$ cat src/rtl/conv_seq_pkg.sv
package conv_seq_pkg;

    typedef enum logic [1:0] {
        SEQ_IDLE  = 2'd0,
        SEQ_RUN   = 2'd1,
        SEQ_DRAIN = 2'd2
    } seq_state_e;

    typedef struct packed {
        logic start;
        logic stop;
    } seq_evt_t;

    function automatic int unsigned cnt_width(input int unsigned n);
        return (n > 1) ? $clog2(n) : 1;
    endfunction

endpackage

$ cat src/rtl/conv_seq_evt.sv
module conv_seq_evt
    import conv_seq_pkg::*;
(
    input  logic     clk,
    input  logic     rst,
    input  logic     start_pin,
    input  logic     cmd_start,
    input  logic     cmd_stop,
    output seq_evt_t evt
);
    logic pin_q;

    always_ff @(posedge clk) begin
        if (rst) pin_q <= 1'b0;
        else     pin_q <= start_pin;
    end

    // Commands are masked while the pin holds control.
    always_comb begin
        evt.start = (start_pin & ~pin_q) | (cmd_start & ~start_pin);
        evt.stop  = (~start_pin & pin_q) | (cmd_stop & ~start_pin);
    end
endmodule

$ cat src/rtl/conv_seq_settle.sv
module conv_seq_settle
    import conv_seq_pkg::*;
#(
    parameter int unsigned SETTLE_CONVS = 3
) (
    input  logic clk,
    input  logic rst,
    input  logic clear,
    input  logic step,
    output logic settled
);
    localparam int unsigned CW = cnt_width(SETTLE_CONVS);
    localparam logic [CW-1:0] LAST = CW'(SETTLE_CONVS - 1);

    logic [CW-1:0] cnt_q;

    always_ff @(posedge clk) begin
        if (rst || clear)              cnt_q <= '0;
        else if (step && cnt_q != LAST) cnt_q <= cnt_q + 1'b1;
    end

    assign settled = (cnt_q == LAST);
endmodule

$ cat src/rtl/conv_seq_ctrl.sv
module conv_seq_ctrl
    import conv_seq_pkg::*;
(
    input  logic     clk,
    input  logic     rst,
    input  seq_evt_t evt,
    input  logic     single_shot,
    input  logic     conv_done,
    input  logic     data_read,
    input  logic     settled,
    output logic     conv_run,
    output logic     conv_restart,
    output logic     drdy_n
);
    seq_state_e state_q;
    logic       ss_q;
    logic       restart_q;
    logic       drdy_q;
    logic       active;
    logic       data_ev;
    logic       finish;

    always_comb begin
        active  = (state_q != SEQ_IDLE);
        data_ev = conv_done & active & settled & ~evt.start;
        finish  = conv_done & active & ~evt.start &
                  ((state_q == SEQ_DRAIN) | evt.stop | (data_ev & ss_q));
    end

    always_ff @(posedge clk) begin
        if (rst) begin
            state_q   <= SEQ_IDLE;
            ss_q      <= 1'b0;
            restart_q <= 1'b0;
            drdy_q    <= 1'b1;
        end else begin
            restart_q <= evt.start;
            if (evt.start) begin
                state_q <= SEQ_RUN;
                ss_q    <= single_shot;
                drdy_q  <= 1'b1;
            end else begin
                if (finish)
                    state_q <= SEQ_IDLE;
                else if (evt.stop && state_q == SEQ_RUN)
                    state_q <= SEQ_DRAIN;

                if (data_ev)
                    drdy_q <= 1'b0;
                else if (data_read && !ss_q)
                    drdy_q <= 1'b1;
            end
        end
    end

    assign conv_run     = active;
    assign conv_restart = restart_q;
    assign drdy_n       = drdy_q;
endmodule

$ cat src/rtl/conv_seq.sv
module conv_seq
    import conv_seq_pkg::*;
#(
    parameter int unsigned SETTLE_CONVS = 3
) (
    input  logic clk,
    input  logic rst,
    input  logic start_pin,
    input  logic cmd_start,
    input  logic cmd_stop,
    input  logic single_shot,
    input  logic conv_done,
    input  logic data_read,
    output logic conv_run,
    output logic conv_restart,
    output logic drdy_n
);
    seq_evt_t evt;
    logic     settled;
    logic     run_w;

    conv_seq_evt u_evt (
        .clk       (clk),
        .rst       (rst),
        .start_pin (start_pin),
        .cmd_start (cmd_start),
        .cmd_stop  (cmd_stop),
        .evt       (evt)
    );

    conv_seq_ctrl u_ctrl (
        .clk          (clk),
        .rst          (rst),
        .evt          (evt),
        .single_shot  (single_shot),
        .conv_done    (conv_done),
        .data_read    (data_read),
        .settled      (settled),
        .conv_run     (run_w),
        .conv_restart (conv_restart),
        .drdy_n       (drdy_n)
    );

    conv_seq_settle #(.SETTLE_CONVS(SETTLE_CONVS)) u_settle (
        .clk     (clk),
        .rst     (rst),
        .clear   (evt.start),
        .step    (conv_done & run_w),
        .settled (settled)
    );

    assign conv_run = run_w;
endmodule

$ cat config.mk
export PLATFORM = sky130hd
export DESIGN_NAME = conv_seq
export DESIGN_NICKNAME = d
export VERILOG_FILES = /design/src/rtl/conv_seq_pkg.sv /design/src/rtl/conv_seq_evt.sv /design/src/rtl/conv_seq_settle.sv /design/src/rtl/conv_seq_ctrl.sv /design/src/rtl/conv_seq.sv
export SDC_FILE = /design/constraint.sdc
export NUM_CORES = 1
export LEC_CHECK = 0
export BUFFER_PORTS_ARGS = -buffer_cell sky130_fd_sc_hd__buf_4
export CORE_AREA = 3 3 40 42
export CTS_BUF_LIST = sky130_fd_sc_hd__clkbuf_4 sky130_fd_sc_hd__clkbuf_8
export CTS_CLUSTER_SIZE = 12
export DETAILED_ROUTE_END_ITERATION = 10
export DIE_AREA = 0 0 43 45
export GPL_TIMING_DRIVEN = 0
export PLACE_DENSITY = 0.47
export SETUP_SLACK_MARGIN = 0.15
export SLEW_MARGIN = 25
export SYNTH_ARGS = -nofsm -noshare
export SYNTH_HDL_FRONTEND = slang
export SYNTH_SLANG_ARGS = --single-unit
$ cat constraint.sdc
create_clock -name clk -period 3.5 [get_ports clk]
set_input_delay 0.35 -clock clk [delete_from_list [all_inputs] [get_ports clk]]
set_output_delay 0.35 -clock clk [all_outputs]
set_load 0.05 [all_outputs]
Word-level counts from Yosys, hierarchy flattened
Cells that the tools add are included.
Storage, ports and cells
  bits in registers: 8
  RAM bits: 0
  bits in latches: 0
  memory bits (read-only): 0
  memories: 0
  word-level logic and storage cells: 44
Cells by class
  multipliers: 0
  shifts and indexed selects: 0
  reductions and logical operators: 10
  mux-type cells: 5
  $lt $le $gt $ge: 0
  add/sub/neg operators: 1
  eq/ne operators: 4
  bitwise logic cells: 17
  div/mod/pow operators: 0
Operators with widths (number)
  AND 1 bit: 10
  2-to-1 mux 1 bit: 5
  equality test 2 bit (second input constant): 2
  bitwise OR 1 bit: 4
  nonzero test 2 bit: 2
  logical AND 1 bit: 3
  NOT 1 bit: 3
  nonzero test 3 bit: 1
  OR reduction 3 bit: 1
  adder 2 x 1 -> 2 bit (second input constant): 1
  equality test 2 x 1 -> 1 bit (second input constant): 1
  != test 2 bit (second input constant): 1
  OR reduction 2 bit: 1
  logical NOT 1 bit: 1
  logical OR 1 bit: 1

Longest topological paths before layout
Gate-level depths: netlist (run 1).
  depth in word-level cells: 10
  depth in mapped cells: 6
  gate-level depth less buffers: 6

Hierarchy
A second synthesis (run 1) with hierarchy kept.
Unflattened totals
  cell total of the unflattened synthesis: 40
  area, all modules: 387.9 um^2
By module, submodules not included
  conv_seq_ctrl: area each 226.5 um^2, times used 1, cells each 24, seq. area each 100.1 um^2
  conv_seq_settle: area each 105.1 um^2, times used 1, cells each 9, seq. area each 40.0 um^2
  conv_seq_evt: area each 50.0 um^2, times used 1, cells each 6, seq. area each 20.0 um^2
  conv_seq: area each 6.3 um^2, times used 1, cells each 1, seq. area each 0.0 um^2

Least setup slack after synthesis (run 1)
No wires, ideal clock.
  path type: flip-flop to flip-flop
  start: register u_ctrl.state_q[1]
  end: register u_settle.cnt_q[1]
  setup time: 0.086 ns
  required time: 3.414 ns
  stages on the path, launching flop included: 5
  data arrival time: 1.251 ns
  setup slack: 2.163 ns
  path buffers: 0
  period minus slack after synthesis: 1.337 ns
  path through: dfxtp_1 or2_1 and3_1 nor2_1 a211oi_1
On the way
  longest elaborated chain between the ends: 3
RTL lines
  start: declaration: RTL line conv_seq_ctrl.sv:15  | seq_state_e state_q;
  start signal: assignment: RTL line conv_seq_ctrl.sv:32  | state_q <= SEQ_IDLE;
  start signal: assignment: RTL line conv_seq_ctrl.sv:39  | state_q <= SEQ_RUN;
  start signal: assignment: RTL line conv_seq_ctrl.sv:44  | state_q <= SEQ_IDLE;
  nonzero test 2 bit: RTL line conv_seq_ctrl.sv:24  | active = (state_q != SEQ_IDLE);
  net conv_run: RTL line conv_seq.sv:14  | output logic conv_run,
  AND 1 bit: RTL line conv_seq.sv:48  | .step (conv_done & run_w),
  logical AND 1 bit: RTL line conv_seq_settle.sv:19  | else if (step && cnt_q != LAST) cnt_q <= cnt_q + 1'b1;
  end signal: assignment: RTL line conv_seq_settle.sv:19
  end: declaration: RTL line conv_seq_settle.sv:15  | logic [CW-1:0] cnt_q;
The timed path passes the listed nets, and every way through them passes these cells.
A chain may end at the register's enable or synchronous reset.

Worst setup path in the final report (run 1)
  start: register u_ctrl.state_q[1]
  end: output port conv_run
On the way
  longest elaborated chain between the ends: 1
RTL lines (RTL line)
  nonzero test 2 bit: conv_seq_ctrl.sv:24
  end: declaration: conv_seq.sv:14
No other way between the ends.

==> results of run 1 <==
[per-stage QoR]
stage                     worst slack [ps]  hold slack, ps  cells
after global routing                  2074           294.1     72
after detailed placement              2064           465.9     69
after global placement                2067           473.2     69
after floorplan                       2163           419.1     44
after CTS                             2118           282.2     72
final                                 2126           294.4     72
[registers in the layout, summed over array words and instances (netlist names)]
signal	count
u_ctrl.state_q	2
u_evt.pin_q	1
u_ctrl.ss_q	1
u_ctrl.conv_restart	1
u_ctrl.drdy_n	1
u_settle.cnt_q	2
[final timing paths]
path,endpoint,slack (ps),depth (start not counted)
max,conv_run,2130,2
min,u_ctrl.ss_q,290,2
max reg2reg,u_ctrl.state_q[0],2220,4
min reg2reg,u_ctrl.ss_q,480,2
[Yosys cell counts]
| library cell | count |
|---|---|
| xnor2_1 | 1 |
| dfxtp_1 | 8 |
| a21oi_1 | 2 |
| nand4_1 | 1 |
| a22oi_1 | 1 |
| nand3_1 | 1 |
| nand2_1 | 4 |
| or2_1 | 1 |
| o21ai_0 | 3 |
| inv_1 | 4 |
| a211oi_1 | 1 |
| or3_4 | 1 |
| o2111ai_1 | 1 |
| nand3b_1 | 1 |
| ha_1 | 1 |
| nor3_1 | 1 |
| o21bai_1 | 1 |
| and3_1 | 1 |
| nor2b_4 | 1 |
| nor2_1 | 5 |
| o22ai_1 | 1 |
| nor2b_1 | 3 |
[critical path, delay by kind of cell, from the launching register on]
kind	cells	cell delay [ps]
buffers and inverters	1	190
and+or+nand+nor	1	240
DFF	1	340
[logic make-up after synthesis]
kind of cell    after synthesis  share of synthesized area [%]
simple gates                 20                          30.54
compound gates               10                          16.78
flops                         8                          42.95
fa+ha+maj                     1                          3.355
buf+inv                       4                          4.026
xor+xnor                      1                          2.349
[where the power goes]
part | leakage (nW) | internal, W | switching [W]
combinational | 0.122 | 0.0000172 | 0.0000214
clock | 0.0138 | 0.0000392 | 0.0000301
sequential | 0.0658 | 0.0000961 | 0.00000382
total | 0.202 | 0.000152 | 0.0000554
[layout make-up]
cell class                      count  area [sq um]
Timing Repair Buffer               10         75.07
Multi-Input combinational cell     32         197.7
Sequential cell                     8         160.2
Clock buffer                        3         22.52
Fill cell                         144         795.8
Inverter                            4         15.01
Tap cell                           15         18.77
[per-layer routing]
metal  vias up  GRT usage, %
met2        13         12.57
li1        183             -
met1       150         11.14
met3         5         4.382
met4         0         10.84
met5         -             0
==> flow_summary.toml, run 1 <==
[logic_synthesis]
ys_ff_latch = 8
synthTopCellsByArea = "dfxtp_1 43%, nor2_1 5.0%, nor2b_1 5.0%"
syn-cell-area_sq_um = 372.9
yosys.area.top_type = "dfxtp_1"
syn_avg_cell_area_sq_um = 8.474
synthDistinctLibCells = 22
synthCells = 44
synth_warnings = 0
syn_nets = 53
synth-seq-area-share_pct = 42.95
yosysTopAreaCellShare_pct = 42.95

[clock_network]
cts_made_buffers = 3
cts_buffer_depth = 2
hold_buffers = 0
clk_pin_slew_ps = 50
cts_max_level = 1
cts.repair.resized = 0
cts_root_buffer = "clkbuf_4"
cts_setup_buffers = 0
clk_latency_ps = 250
cts.sinks = 8
cts_tree = "done"

[timing]
relSlewSlack_pct = 77.09
final.setup.tns_ps = 0
final.min_clock_period_ps = 1374
clock_skew_ps = 0.7810
fin_crit_sh_pct = 39.24
hold_viol = 0
max_freq_mhz = 728.0
rsz0062_at_grt = "false"
setup_violations = 0
drv_slew = 0
tightest_slew_ps = 341.0

[hold_path]
min-delay-start = "rst"
hp-class = "input port to flop"

[detailed_routing]
top_layer = "met4"
wl_um = 684
vias_per_cell = 4.875
remaining_drc_errors = 0
ant_nets = 0
wl_met1_um = 329
route.met2.wl_um = 259
drtIter0Drc = 9
first_pass_iters = 4
wl_met3_um = 59
wl_per_cell_um = 9.500
vias = 351

[place]
dpl.hpwl_um = 551.2
place_congestion = 0.6968
port_buffers = 10
place_area_sq_um = 466.7

[critical_path]
regToRegStartpoint = "u_ctrl.state_q[1]"
crit_type = "flop to primary output"
path_max_fanout = 5
cp-end-kind = "primary output"
critPathSlowestCell = "dfxtp_1"
crit_required_ps = 3150
path_cells = "or2_1, buf_4"
max_stage_delay_ps = 340
worstPathArrival_ps = 1020
startpoint_type = "flop"
startpoint = "u_ctrl.state_q[1]"

[finish]
drive_gt1_share_pct = 26.32
layout_common_cells = "10 x buf_4, 8 x dfxtp_1, 5 x nor2_1"
layout.nets = 68
final_cell_area_sq_um = 489.2
post-route-util_pct = 38.07
antennaDiodeCount = 0
syn_to_final_growth_pct = 31.21
final_common_cell = "buf_4"

[global_route]
grt_usage_pct = 9.758
grt_pass1_vias = 322
grt_overflow = 0
grt_pass1_wl_mm = 1.311
grt_max_degree = 6
antenna_found_initial = 0

[floorplanning]
die_w_um = 43
ios = 11
die_y_um = 45
die_area_sq_mm = 0.001935
rows = 13
coreArea_sq_mm = 0.001285
initial_core_util_pct = 29.02

[pwr]
power_w = 0.0002078
irDropWorstVdd_uv = 154.9
p_leak_nw = 0.2020
pwr_density_cell_mw_per_mm2 = 424.8

[outcome]
outcome = "finished clean"

[run]
drv_cap = 0
Note: power is estimated with default switching activity, not from simulation.
==> inputs of run 2 (changes only) <==
--- a/config.mk
+++ b/config.mk
@@ -12,7 +12,7 @@
 export DETAILED_ROUTE_END_ITERATION = 10
 export DIE_AREA = 0 0 43 45
 export GPL_TIMING_DRIVEN = 0
-export PLACE_DENSITY = 0.47
+export PLACE_DENSITY = 0.48
 export SETUP_SLACK_MARGIN = 0.15
 export SLEW_MARGIN = 25
 export SYNTH_ARGS = -nofsm -noshare
==> constraint.sdc (replaced) <==
create_clock -name clk -period 1.16 [get_ports clk]
set_input_delay 0.116 -clock clk [delete_from_list [all_inputs] [get_ports clk]]
set_output_delay 0.116 -clock clk [all_outputs]
set_load 0.05 [all_outputs]
==> run 2 against run 1 <==
Net effect: the flow now finishes with violations (negative setup slack); setup slack worse by 2200 ps; sequential cell count stayed put; via count is 2.6% higher; critical path type is now flop to flop; largest cell class unchanged; largest power group unchanged; highest routed layer is now met3.
==> flow_summary.toml, run 2 (synthesized netlist as in run 1, its figures left out) <==
[timing]
final.min_clock_period_ps = 1208
max_freq_mhz = 827.9
drv_slew = 0
final.setup.tns_ps = -104.2
relSlewSlack_pct = 77.91
setup_violations = 3
hold_ws_ps = 48.12
setup_ws_ps = -47.87
hold_viol = 0
fin_crit_sh_pct = 104.1
tightest_slew_ps = 328.9
clock_skew_ps = 5.196
rsz0062_at_grt = "true"

[detailed_routing]
wl_per_cell_um = 10.38
wl_um = 789
remaining_drc_errors = 0
drtIter0Drc = 6
vias_per_cell = 4.737
vias = 360
first_pass_iters = 2
ant_nets = 0

[critical_path]
path_cells = "o21ai_2, or3_4, o2111ai_2, nand3b_1"
critPathSlowestCell = "or3_4"
startpoint_type = "flop"
reg2reg_depth = 4
worstPathArrival_ps = 1340
cp-end-kind = "flop"
path_max_fanout = 5
max_stage_delay_ps = 420
crit_type = "flop to flop"
crit_required_ps = 1290

[global_route]
grt_pass1_wl_mm = 1.407
grt_usage_pct = 10.00
grt_max_degree = 6
grt_pass1_vias = 350
antenna_found_initial = 0
grt_overflow = 0

[finish]
layout_common_cells = "13 x buf_4, 4 x nor2_1, 4 x nand2_1, 4 x dfxtp_2"
syn_to_final_growth_pct = 58.72
final_common_cell = "buf_4"
antennaDiodeCount = 0
drive_gt1_share_pct = 57.38
largestRegisters = "u_ctrl.state_q (2), u_settle.cnt_q (2)"
layout.nets = 72

[floorplanning]
initial_core_util_pct = 29.02
die_w_um = 43
die_area_sq_mm = 0.001935
ios = 11
die_y_um = 45
coreArea_sq_mm = 0.001285
rows = 13

[pwr]
pwr_density_cell_mw_per_mm2 = 1149
p_leak_nw = 0.2355
irDropWorstVdd_uv = 451.8

[place]
place_congestion = 0.6715
dpl.hpwl_um = 611.6
dp_slack_ps = -70.07
port_buffers = 10

[hold_path]
hp-class = "input port to flop"
holdPathStages = 2

[clock_network]
cts_max_level = 1
clk_pin_slew_ps = 60
clk_latency_ps = 250
cts.sinks = 8
cts_made_buffers = 3
hold_buffers = 0
cts_root_buffer = "clkbuf_4"
cts_buffer_depth = 2
cts_tree = "done"

[run]
drv_cap = 0

[outcome]
outcome = "complete, but fails checks"
violations = "negative setup slack"
-- run 2: cell count changes in the layout (fill, tap and decap cells not counted), moves of 2 or more --
| cell | delta |
|---|---|
| buf_4 | +3 |
| dfxtp_1 | -5 |
| dfxtp_2 | +4 |
| inv_1 | -2 |
| inv_2 | +2 |
-- run 2: cell type report --
| class | count | area, sq um |
|---|---|---|
| sequential | 8 | 168.9 |
| multi-input combinational | 32 | 254.0 |
| tap | 15 | 18.77 |
| fill | 146 | 693.2 |
| inverter | 4 | 15.01 |
| timing repair buffer | 14 | 112.6 |
| clock buffer | 3 | 22.52 |
-- run 2: critical path: cells and delay by family (launching register included) --
kind            cells  cell delay [ps]
flops               1              350
compound gates      2              240
simple gates        2              500
-- run 2: metrics by stage --
step	power (W)	cell area, sq um	instances	util (%)
2_1_floorplan	0.0003937	390.4	44	-
3_3_place_gp	0.0004369	484.2	69	37.68
3_5_place_dp	0.0004382	484.2	69	37.68
4_1_cts	0.0006880	579.3	76	45.08
5_1_grt	0.0007208	591.8	76	46.06
6_report	0.0006798	591.8	76	46.06
-- run 2: power by group --
| group | switching (W) | total [W] | internal, W |
|---|---|---|---|
| clock network | 0.0000930 | 0.000211 | 0.000118 |
| registers | 0.0000124 | 0.000304 | 0.000291 |
| logic | 0.0000809 | 0.000165 | 0.0000838 |
| total | 0.000186 | 0.000680 | 0.000493 |
-- run 2: path summary, 6_finish.rpt --
kind                      from                end  slack, ps
max          u_ctrl.state_q[1]  u_ctrl.state_q[0]        -50
min                        rst        u_evt.pin_q         50
max reg2reg  u_ctrl.state_q[1]  u_ctrl.state_q[0]        -50
min reg2reg        u_ctrl.ss_q        u_ctrl.ss_q        480
-- run 2: per-layer routing --
| layer | global-route usage (%) | part of all wire, % | vias to the layer above |
|---|---|---|---|
| met5 | 0 | 0 | - |
| met4 | 3.614 | 0 | 0 |
| met3 | 4.781 | 6.0 | 0 |
| met2 | 16.47 | 49 | 9 |
| met1 | 11.35 | 45 | 161 |
| li1 | - | - | 190 |
-- run 2: what timing repair did --
action / in CTS / in global routing
resized for setup: 13 / 3
setup buffers: 4 / 0
endpoints found under the setup margin: 6 / 6
pin swaps: 8 / 4
cloned: 0 / 0
